### src/rtl/acc_alu_pkg.sv
package acc_alu_pkg;

  typedef enum logic [3:0] {
    OP_ADD  = 4'd0,
    OP_SUB  = 4'd1,
    OP_AND  = 4'd2,
    OP_OR   = 4'd3,
    OP_XOR  = 4'd4,
    OP_ASL  = 4'd5,
    OP_LSR  = 4'd6,
    OP_ROL  = 4'd7,
    OP_ROR  = 4'd8,
    OP_INC  = 4'd9,
    OP_DEC  = 4'd10,
    OP_CMP  = 4'd11,
    OP_BITM = 4'd12,
    OP_BITI = 4'd13,
    OP_TSB  = 4'd14,
    OP_TRB  = 4'd15
  } alu_op_e;

  typedef enum logic [1:0] {
    LF_AND    = 2'd0,
    LF_OR     = 2'd1,
    LF_XOR    = 2'd2,
    LF_ANDNOT = 2'd3
  } logic_fn_e;

  localparam int STAT_W = 8;
  localparam int FL_C   = 0;
  localparam int FL_Z   = 1;
  localparam int FL_V   = 6;
  localparam int FL_N   = 7;

endpackage

### src/rtl/acc_alu_arith.sv
module acc_alu_arith #(
  parameter int DW     = 8,
  parameter bit DEC_EN = 1'b0
) (
  input  logic [DW-1:0] x_i,
  input  logic [DW-1:0] y_i,
  input  logic          cin_i,
  output logic [DW-1:0] sum_o,
  output logic          cout_o,
  output logic          ovf_o
);

  localparam int WW = DW + 1;

  logic [WW-1:0] wide;
  logic [DW-1:0] bin_sum;

  assign wide    = {1'b0, x_i} + {1'b0, y_i} + {{DW{1'b0}}, cin_i};
  assign bin_sum = wide[DW-1:0];
  assign cout_o  = wide[DW];
  // signed overflow: like-signed inputs, opposite-signed sum
  assign ovf_o   = (x_i[DW-1] == y_i[DW-1]) && (bin_sum[DW-1] != x_i[DW-1]);

  generate
    if (DEC_EN) begin : g_dec_stub
      // placeholder for decimal correction; binary path for now
      assign sum_o = bin_sum;
    end else begin : g_bin
      assign sum_o = bin_sum;
    end
  endgenerate

endmodule

### src/rtl/acc_alu_shift.sv
module acc_alu_shift #(
  parameter int DW = 8
) (
  input  logic [DW-1:0] val_i,
  input  logic          left_i,
  input  logic          rotate_i,
  input  logic          cin_i,
  output logic [DW-1:0] res_o,
  output logic          cout_o
);

  logic fill;

  assign fill = rotate_i & cin_i;

  always_comb begin
    if (left_i) begin
      res_o  = {val_i[DW-2:0], fill};
      cout_o = val_i[DW-1];
    end else begin
      res_o  = {fill, val_i[DW-1:1]};
      cout_o = val_i[0];
    end
  end

endmodule

### src/rtl/acc_alu_logic.sv
module acc_alu_logic
  import acc_alu_pkg::*;
#(
  parameter int DW = 8
) (
  input  logic [DW-1:0] a_i,
  input  logic [DW-1:0] b_i,
  input  logic_fn_e     fn_i,
  output logic [DW-1:0] res_o,
  output logic [DW-1:0] mask_o
);

  assign mask_o = a_i & b_i;

  always_comb begin
    unique case (fn_i)
      LF_AND:    res_o = a_i & b_i;
      LF_OR:     res_o = a_i | b_i;
      LF_XOR:    res_o = a_i ^ b_i;
      LF_ANDNOT: res_o = b_i & ~a_i;
      default:   res_o = a_i & b_i;
    endcase
  end

endmodule

### src/rtl/acc_alu.sv
module acc_alu
  import acc_alu_pkg::*;
#(
  parameter int DW     = 8,
  parameter bit DEC_EN = 1'b0
) (
  input  logic [3:0]        op_i,
  input  logic [DW-1:0]     acc_i,
  input  logic [DW-1:0]     opnd_i,
  input  logic [STAT_W-1:0] stat_i,
  output logic [DW-1:0]     res_o,
  output logic [STAT_W-1:0] stat_o
);

  localparam int MSB  = DW - 1;
  localparam int MSB2 = DW - 2;

  alu_op_e       op;
  logic [DW-1:0] ax, ay;
  logic          acin;
  logic [DW-1:0] sum;
  logic          cout, ovf;
  logic          sh_left, sh_rot;
  logic [DW-1:0] sh_res;
  logic          sh_c;
  logic_fn_e     lfn;
  logic [DW-1:0] l_res, l_mask;

  assign op = alu_op_e'(op_i);

  // adder operand steering
  always_comb begin
    ax   = acc_i;
    ay   = opnd_i;
    acin = stat_i[FL_C];
    unique case (op)
      OP_SUB: ay = ~opnd_i;
      OP_CMP: begin
        ay   = ~opnd_i;
        acin = 1'b1;
      end
      OP_INC: begin
        ax   = opnd_i;
        ay   = '0;
        acin = 1'b1;
      end
      OP_DEC: begin
        ax   = opnd_i;
        ay   = '1;
        acin = 1'b0;
      end
      default: ;
    endcase
  end

  assign sh_left = (op == OP_ASL) || (op == OP_ROL);
  assign sh_rot  = (op == OP_ROL) || (op == OP_ROR);

  always_comb begin
    unique case (op)
      OP_OR, OP_TSB: lfn = LF_OR;
      OP_XOR:        lfn = LF_XOR;
      OP_TRB:        lfn = LF_ANDNOT;
      default:       lfn = LF_AND;
    endcase
  end

  acc_alu_arith #(.DW(DW), .DEC_EN(DEC_EN)) u_arith (
    .x_i(ax), .y_i(ay), .cin_i(acin),
    .sum_o(sum), .cout_o(cout), .ovf_o(ovf)
  );

  acc_alu_shift #(.DW(DW)) u_shift (
    .val_i(opnd_i), .left_i(sh_left), .rotate_i(sh_rot),
    .cin_i(stat_i[FL_C]), .res_o(sh_res), .cout_o(sh_c)
  );

  acc_alu_logic #(.DW(DW)) u_logic (
    .a_i(acc_i), .b_i(opnd_i), .fn_i(lfn),
    .res_o(l_res), .mask_o(l_mask)
  );

  // result select and per-operation flag rules
  always_comb begin
    logic upd_nz;
    res_o  = acc_i;
    stat_o = stat_i;
    upd_nz = 1'b0;
    unique case (op)
      OP_ADD, OP_SUB: begin
        res_o        = sum;
        stat_o[FL_C] = cout;
        stat_o[FL_V] = ovf;
        upd_nz       = 1'b1;
      end
      OP_AND, OP_OR, OP_XOR: begin
        res_o  = l_res;
        upd_nz = 1'b1;
      end
      OP_ASL, OP_LSR, OP_ROL, OP_ROR: begin
        res_o        = sh_res;
        stat_o[FL_C] = sh_c;
        upd_nz       = 1'b1;
      end
      OP_INC, OP_DEC: begin
        res_o  = sum;
        upd_nz = 1'b1;
      end
      OP_CMP: begin
        stat_o[FL_C] = cout;
        stat_o[FL_Z] = ~|sum;
        stat_o[FL_N] = sum[MSB];
      end
      OP_BITM: begin
        stat_o[FL_Z] = ~|l_mask;
        stat_o[FL_N] = opnd_i[MSB];
        stat_o[FL_V] = opnd_i[MSB2];
      end
      OP_BITI: stat_o[FL_Z] = ~|l_mask;
      OP_TSB, OP_TRB: begin
        res_o        = l_res;
        stat_o[FL_Z] = ~|l_mask;
      end
      default: ;
    endcase
    if (upd_nz) begin
      stat_o[FL_N] = res_o[MSB];
      stat_o[FL_Z] = ~|res_o;
    end
  end

endmodule

### config.mk
export PLATFORM = sky130hd
export DESIGN_NAME = acc_alu
export DESIGN_NICKNAME = d
export VERILOG_FILES = /design/src/rtl/acc_alu_pkg.sv /design/src/rtl/acc_alu_arith.sv /design/src/rtl/acc_alu_shift.sv /design/src/rtl/acc_alu_logic.sv /design/src/rtl/acc_alu.sv
export SDC_FILE = /design/constraint.sdc
export NUM_CORES = 1
export LEC_CHECK = 0
export ABC_CLOCK_PERIOD_IN_PS = 3900
export BUFFER_PORTS_ARGS = -buffer_cell sky130_fd_sc_hd__clkbuf_2
export CAP_MARGIN = 20
export CORE_ASPECT_RATIO = 1.5
export CORE_MARGIN = 8
export CORE_UTILIZATION = 40
export DETAILED_ROUTE_END_ITERATION = 7
export SLEW_MARGIN = 10
export SYNTH_ARGS = -nofsm -noshare
export SYNTH_HDL_FRONTEND = slang
export SYNTH_SLANG_ARGS = --single-unit
### constraint.sdc
create_clock -name vclk -period 3.9
set_clock_uncertainty 0.1 [all_clocks]
set_input_delay 0.195 -clock vclk [all_inputs]
set_output_delay 0.195 -clock vclk [all_outputs]
set_load 0.005 [all_outputs]
==> results.md <==
- Status: complete, no violations
- Max-cap violations: 0
- Post-place instance area: between 2000 and 3000 sq um
- Pre-Repair DR Iteration Count: 5
- Yosys warns: 0
- Initial DRC count: ~440
- Sum of negative setup slack: 0 ns
- Leakage: between 1 and 1.5 nW
- Placer Congestion: slightly below 1
- Distinct cell type count after synthesis: 66
- Syn nets: 406
- PortBufs: 35
- DP Wirelength: roughly 7.1 mm
- Register area share after synthesis: 0%
- Share of post-route cells with drive strength above 1: about a fifth
- Fmax: 269 MHz
- Synthesis-to-layout area growth: 13.2%
- Worst-Margin Slew: just under 0.9 ns
- Hold Path Class: input port to output pin
- Crit path arrival time: around 3.4 ns
- Final hold slack: between 0.2 and 0.3 ns
- Slew margin rel.: between 40% and 50%
- Setup crit start kind: input port
- Final hold vios: 0
- Peak VDD IR: between 0.07 and 0.08 mV
- Final ANT Viol Nets: 0
- Final setup vio count: 0
- Slew Limit Fails: 0
- Nets: 441
- Post-Syn Area: 2250 sq um
- Cell with the most instances after synthesis: nor2_1
- Wire length per cell after detailed routing: roughly 20 microns
- Fillers: 610
- CP Class: input port to output pin
- Cell Pwr Density: ~160 nW/um^2
- I/O Pins: between 40 and 50
- Routed vias/inst: roughly 6.3
- Power consumption: roughly 0.0004 W
- Vias in the first global route: around 2600
- RSZ-0062 raised after global routing: no
- Most frequent cells after synthesis: nor2_1, nand2_1, ha_1
- Die Area: 8330 sq um
- Total area of sequential cells: 0 sq um
- Critical Path End Type: output pin
- Placeable Area: about 5500 sq um
- Count of flip-flops and latches: 0
- DR DRC count: 0
- Starting Density: 41.3%
- Period minus WS final: 3.71 ns
- Critical Path RT: 3.61 ns
- Detailed Route WL: roughly 8.7 mm
- Die X-Extent: 77.2 microns
- Yosys top cell area share: roughly 17%
- Grt ovf: 0
- Clkbuf count: 0
- Row Count: 33
- Die height: 108 microns
- Design Area, Final: approximately 2500 sq um
- Vias after detailed routing: roughly 2800
- Area of the multi-input gates: 1990 sq um
- Largest net degree at the start of global routing: 30
- Yosys top cell by area: ha_1
- Tcrit/Tclk final: approximately 95%
- First-pass GRT wire length: around 14 mm
- Synthesized instance count: 345
- Total track usage: around 20%
- Mean post-synth cell area: between 6 and 7 sq um
- Number of antenna diodes: 0
- Ranking of synthesized cells by area: ha_1, a21oi_1, o21ai_0
- Initial antenna violation count: 0
- Worst-path maximum fanout: 7
[cells in the final DEF, fill, tap and decap left out, types with 3 or more instances in the layout]
| cell | synthesis | routed |
|---|---|---|
| a211oi_1 | 3 | 3 |
| a21oi_1 | 30 | 29 |
| a22oi_1 | 3 | 3 |
| a31oi_1 | 5 | 5 |
| and3b_1 | 3 | 3 |
| buf_4 | 9 | 25 |
| clkbuf_2 | 1 | 35 |
| ha_1 | 31 | 31 |
| inv_1 | 22 | 22 |
| mux2i_1 | 3 | 3 |
| nand2_1 | 32 | 32 |
| nand2b_1 | 4 | 4 |
| nand3_1 | 11 | 11 |
| nand3b_1 | 4 | 4 |
| nor2_1 | 33 | 31 |
| nor2b_1 | 8 | 8 |
| nor3_1 | 8 | 8 |
| nor4_1 | 5 | 5 |
| o211ai_1 | 5 | 5 |
| o21ai_0 | 25 | 25 |
| o21ai_1 | 3 | 3 |
| o221ai_1 | 7 | 7 |
| o22ai_1 | 5 | 5 |
| o31ai_1 | 9 | 9 |
| or2_2 | 4 | 4 |
| xnor2_1 | 4 | 4 |
| xor2_1 | 3 | 3 |
[logic make-up after synthesis]
kind of cell,count (synthesis),share of synthesized area (%)
compound gates,120,35.4
xor+xnor,7,2.73
fa+ha+maj,33,19.0
buf+inv,53,12.1
mux,4,1.84
simple gates,128,28.9
[power by group]
part	total, W	internal [W]	switching (W)
clock	0	0	0
combinational	0.000401	0.000162	0.000239
sequential	0	0	0
[cell type report]
type                       instances  area share, %
inverter                          25           3.69
multi-input combinational        292           78.2
tap                               70           3.44
timing repair buffer              61           14.7
[worst paths after layout]
kind  cells after the start  slack (ns)         to  startpoint
max                      15        0.19  stat_o[1]     op_i[1]
min                       0        0.29  stat_o[3]   stat_i[3]
[stage by stage]
stage          utilization [%]  cells  setup WS [ns]
2_1_floorplan                -    345          0.176
3_3_place_gp              46.3    447          0.140
3_5_place_dp              46.3    447         0.0910
4_1_cts                   46.3    447         0.0827
5_1_grt                   46.7    448        0.00304
6_report                  46.7    448          0.187
[critical path: stages]
cell and delay, ns:
clkbuf_2 0.18, nor2_2 0.16, nand2_1 0.08, a21oi_2 0.17, o21ai_0 0.13, fa_2 0.40, fa_2 0.59, nor3_1 0.05
o21ai_0 0.16, o211ai_1 0.11, a221oi_2 0.30, nand4_1 0.14, or4_1 0.49, o21ai_1 0.15, clkbuf_2 0.13
[metal layers]
metal | global-route usage [%] | routed length (microns) | vias to the layer above
li1 | - | - | 1331
met1 | 23.6 | 3320 | 1307
met2 | 35.6 | 4390 | 136
met3 | 1.25 | 525 | 34
met4 | 11.0 | 510 | 0
met5 | 0 | 0 | -
[timing repair]
item / in CTS / in global routing
buffers inserted: 0 / 1
endpoints found under the setup margin: 0 / 1
resized for setup: 0 / 6
hold buffers: 0 / 0
hold endpoints to repair: 0 / 0
(Power assumes the default switching activity.)
